$ cat src/rtl/alu_quad.sv
module alu_quad #(
  parameter int WIDTH = 8
) (
  input  logic [WIDTH-1:0] opa,
  input  logic [WIDTH-1:0] opb,
  input  logic [1:0]       fsel,
  output logic [WIDTH-1:0] res,
  output logic             cout
);

  logic             is_math;
  logic             alt_op;
  logic [WIDTH-1:0] and_v;
  logic [WIDTH-1:0] or_v;
  logic [WIDTH-1:0] logic_v;
  logic [WIDTH-1:0] b_inv;
  logic [WIDTH-1:0] b_add;
  logic [WIDTH-1:0] sum_v;
  logic [WIDTH:0]   rip;

  assign is_math = fsel[1];
  assign alt_op  = fsel[0];

  assign and_v   = opa & opb;
  assign or_v    = opa | opb;
  assign logic_v = alt_op ? or_v : and_v;

  assign b_inv   = ~opb;
  assign b_add   = alt_op ? b_inv : opb;
  assign rip[0]  = is_math & alt_op;

  for (genvar i = 0; i < WIDTH; i++) begin : g_fa
    logic p;
    assign p        = opa[i] ^ b_add[i];
    assign sum_v[i] = p ^ rip[i];
    assign rip[i+1] = (opa[i] & b_add[i]) | (p & rip[i]);
  end

  assign res  = is_math ? sum_v : logic_v;
  assign cout = rip[WIDTH];

endmodule


$ cat config.mk
export PLATFORM = sky130hd
export DESIGN_NAME = alu_quad
export DESIGN_NICKNAME = d
export VERILOG_FILES = /design/src/rtl/alu_quad.sv
export SDC_FILE = /design/constraint.sdc
export NUM_CORES = 1
export LEC_CHECK = 0
export CAP_MARGIN = 10
export CORE_AREA = 2 2 39 41
export DETAILED_ROUTE_END_ITERATION = 8
export DIE_AREA = 0 0 41 43
export PLACE_DENSITY = 0.85
export SLEW_MARGIN = 20
export SYNTH_ARGS = -nofsm -noshare
export SYNTH_HDL_FRONTEND = slang
export SYNTH_SLANG_ARGS = --single-unit
export TNS_END_PERCENT = 50
$ cat constraint.sdc
create_clock -name vclk -period 7.8
set_input_delay 1.56 -clock vclk [all_inputs]
set_output_delay 1.56 -clock vclk [all_outputs]
set_load 0.005 [all_outputs]
**After elaboration in Yosys (flattened, before gate mapping)**

Index checks and enable logic that the tools add are counted.

- $add $sub $neg: 0
- $mul: 0
- Divide/modulo/power cells: 0
- Magnitude comparators: 0
- Eq/ne operators: 0
- Shift operators: 0
- Mux-type cells: 3
- Bitwise gates (word level): 44
- Reductions and logical operators: 0

Operators with widths:

| cell | count |
|---|---|
| two-way mux 8 bit | 3 |
| AND 1 bit | 17 |
| XOR 1 bit | 16 |
| AND 8 bit | 1 |
| inverter 8 bit | 1 |
| OR 1 bit | 8 |
| OR 8 bit | 1 |

- Register bits after elaboration: 0
- Latch bits: 0
- RAM bits: 0
- Bits in read-only memories: 0
- Input bits: 18
- Output and inout bits: 9
- Word-level logic and storage cells: 47
- Memories kept: 0

**Depth between registers and ports, before layout**

- Depth after elaboration: 19
- Depth in mapped cells: 14
- Depth with buffers taken out: 12

**Least setup slack after synthesis**

OpenSTA, ideal clock, no wires.

- Kind: input to output
- Start point: input fsel[0]
- End point: output res[7]
- Arrival time: 5.219 ns
- Required time: 6.240 ns
- Path slack: 1.021 ns
- Stages on the path: 14
- Path buffers: 2
- Path through: buf_6 > buf_12 > xnor2_1 > fa_1 > fa_1 > fa_1 > fa_1 > fa_1 > fa_1 > fa_1 > inv_1 > fa_1 > nand2_1 > o31ai_2

- Longest elaborated chain between the ends: 18

Ends and longest elaborated chain:

| what | RTL line | text |
|---|---|---|
| start, declared | 6 | `input logic [1:0] fsel,` |
| two-way mux 8 bit | 29 | `assign b_add = alt_op ? b_inv : opb;` |
| XOR 1 bit | 34 | `assign p = opa[i] ^ b_add[i];` |
| AND 1 bit | 36 | `assign rip[i+1] = (opa[i] & b_add[i]) \| (p & rip[i]);` |
| OR 1 bit | 36 |  |
| AND 1 bit | 36 |  |
| OR 1 bit | 36 |  |
| AND 1 bit | 36 |  |
| OR 1 bit | 36 |  |
| [2 not listed] | n/a |  |
| AND 1 bit | 36 |  |
| OR 1 bit | 36 |  |
| AND 1 bit | 36 |  |
| OR 1 bit | 36 |  |
| AND 1 bit | 36 |  |
| OR 1 bit | 36 |  |
| XOR 1 bit | 35 | `assign sum_v[i] = p ^ rip[i];` |
| two-way mux 8 bit * | 39 | `assign res = is_math ? sum_v : logic_v;` |
| end, declared | 7 | `output logic [WIDTH-1:0] res,` |

Mark *: on every way between the ends. The rest lies on a longest branch, timed or not.

**Final worst setup path**

- Start point: input opb[0]
- End point: output res[7]

- Longest elaborated chain between the ends: 19

Ends and longest elaborated chain:

| what | RTL line | text |
|---|---|---|
| start, declared | 5 | `input logic [WIDTH-1:0] opb,` |
| inverter 8 bit | 28 | `assign b_inv = ~opb;` |
| two-way mux 8 bit * | 29 |  |
| XOR 1 bit | 34 |  |
| AND 1 bit | 36 |  |
| OR 1 bit * | 36 |  |
| AND 1 bit * | 36 |  |
| OR 1 bit * | 36 |  |
| AND 1 bit * | 36 |  |
| [3 not listed] | n/a |  |
| AND 1 bit * | 36 |  |
| OR 1 bit * | 36 |  |
| AND 1 bit * | 36 |  |
| OR 1 bit * | 36 |  |
| AND 1 bit * | 36 |  |
| OR 1 bit * | 36 |  |
| XOR 1 bit * | 35 |  |
| two-way mux 8 bit * | 39 |  |

Marks and branches as above.

==> reports/qor.txt <==
status: complete, no violations
Crit Path Class: in -> out
Boundary Pins: 27
leading cell type in the layout, fill and taps excluded: clkdlybuf4s50_1
Clock power frac: 0
Post-DP HPWL: 898 µm
RSZ-0062 raised after global routing: false
most frequent cells in the layout: clkdlybuf4s50_1 (26), inv_1 (9), fa_1 (8), o21bai_1 (7), a21oi_1 (7)
gr ovfl total: 0
Crit path required time: 6.24 ns
GPL Wtd Cong: 0.695
Residual DRC: 0
final hold slack: 4.03 ns
clock buf count: 0
Storage cell area: 0 µm²
DRT Wirelength: 1030 µm
Worst path slowest cell: clkdlybuf4s50_1
Cell Area, Placed: 769 µm²
Crit path buffers/inverters: 3
max cap viols: 0
Inserted Diodes: 0
post-synthesis average cell area: 9.13 µm²
Synth top area share: 0.325
crit-path max cell delay: 0.46 ns
hold endpoint: res[0]
DR vias/cell: 4.85
Worst Path Arrival: 6.00 ns
hold path startpoint: fsel[0]
sw power: 0.0250 mW
sequential cell count: 0
vias in the first global route: 456
number of library cell types mapped by synthesis: 16
Buffers on Ports: 27
DRT iter0 DRCs: 2
routed wire length per instance: 10.6 µm
cell row count: 14
chip width: 41 µm
post-CTS setup buffers: 0
CP cell instances: clkdlybuf4s50_1 > xnor2_1 > fa_1 > fa_1 > fa_1 > fa_1 > fa_1 > fa_1 > fa_1 > inv_1 > fa_1 > nand2_1 > o31ai_2 > clkdlybuf4s50_1
layout cells sized above 1: 0.0988
Critical Path Start Type: primary input
Setup TNS: 0 ns
final setup violation count: 0
slew margin rel.: 0.836
total track usage: 0.133
Syn Inst Count: 54
P per Cell Area: 81.7 nW/µm²
Layout Cell Area excl Fill: 772 µm²
hold depth: 5
fin crit share: 0.969
Gate power share: 1.000
Worst-Margin Slew: 0.246 ns
DR pass1 iterations: 3
post-cts sizing count: 0
Final Net Count: 109
largest net degree at the start of global routing: 11
fillers: 130
worst hold path type: in -> out
Critical Path Fanout Max: 3
Mapped Area: 493 µm²
sequential share of power: 0
Core ar.: 1380 µm²
via count: 470
Initial Utilization: 0.356
die area: 1760 µm²
post-route ant nets: 0
Final Hold Viols: 0
initial antenna violation count: 0
CP most frequent cell: fa_1
crit path capture type: output pin
top cell type by total area after synthesis: fa_1
Crit path max-delay family: adder cells
switching power share of the total: 0.397
Int Power: 0.0381 mW
Final Max Slew Viols: 0
top post-synthesis cells by area: fa_1 (32%), o21bai_1 (11%), xnor2_1 (11%)
yosys warns: 0
net count after synthesis: 80
peak supply drop: 0.0351 mV
clock period minus worst slack: 7.56 ns
hold_buf cts: 0
first-pass GRT wire length: 1730 µm
part of the Yosys area used for sequential elements: 0
synth-to-layout area growth: 56.6%
leakage: 0.315 nW
Fmax: 132 MHz
die height: 43 µm
==> per-stage QoR <==
| step | std cells | power [mW] | utilization | worst slack [ns] |
|---|---|---|---|---|
| floorplan | 54 | 0.0320 | - | 1.02 |
| global placement | 97 | 0.0623 | 0.556 | 0.234 |
| detailed placement | 97 | 0.0636 | 0.556 | 0.198 |
| CTS | 97 | 0.0640 | 0.556 | 0.194 |
| global route | 97 | 0.0704 | 0.558 | 0.0413 |
| finish | 97 | 0.0631 | 0.558 | 0.243 |
==> synth_stat cells <==
cell type	number
xor2_2	1
o31ai_2	1
o22ai_1	6
nor2_1	1
nand2_1	2
buf_12	1
buf_2	1
o22ai_2	1
inv_1	9
a21oi_4	1
o21bai_1	7
buf_6	1
xnor2_1	6
fa_1	8
xnor2_2	1
a21oi_1	7
==> kinds of logic after synthesis <==
logic type	count (synthesis)	share of synthesized area
buffers and inverters	12	0.142
adders and majority gates	8	0.325
xor gates and xnor gates	8	0.173
and+or+nand+nor	3	0.0228
AOI/OAI and AO/OA	23	0.338
==> power by group through the flow <==
stage / clock network (mW) / logic [mW] / registers (mW)
global route: 0 / 0.0704 / 0
detailed placement: 0 / 0.0636 / 0
floorplan: 0 / 0.0320 / 0
global placement: 0 / 0.0623 / 0
finish: 0 / 0.0631 / 0
CTS: 0 / 0.0640 / 0
==> cell type report <==
cell class,count,area [µm²],share of cell area
multi-input cells,42,423,0.548
well taps,16,20.0,0.0259
inverters,9,33.8,0.0438
repair buffers,30,295,0.382
==> how the worst max path moves through the flow <==
| stage | from | to | cells past startpoint |
|---|---|---|---|
| floorplan | fsel[0] | res[7] | 14 |
| global placement | fsel[0] | res[7] | 14 |
| detailed placement | fsel[0] | res[7] | 14 |
| CTS | fsel[0] | res[7] | 14 |
| global route | opb[0] | res[7] | 14 |
| finish | opb[0] | res[7] | 14 |
==> per-layer routing <==
| metal | GRT usage | wire [µm] |
|---|---|---|
| met2 | 0.247 | 528 |
| met4 | 0.00667 | 0 |
| met1 | 0.153 | 410 |
| met5 | 0 | 0 |
| met3 | 0.0262 | 93 |
(Power assumes the default switching activity.)
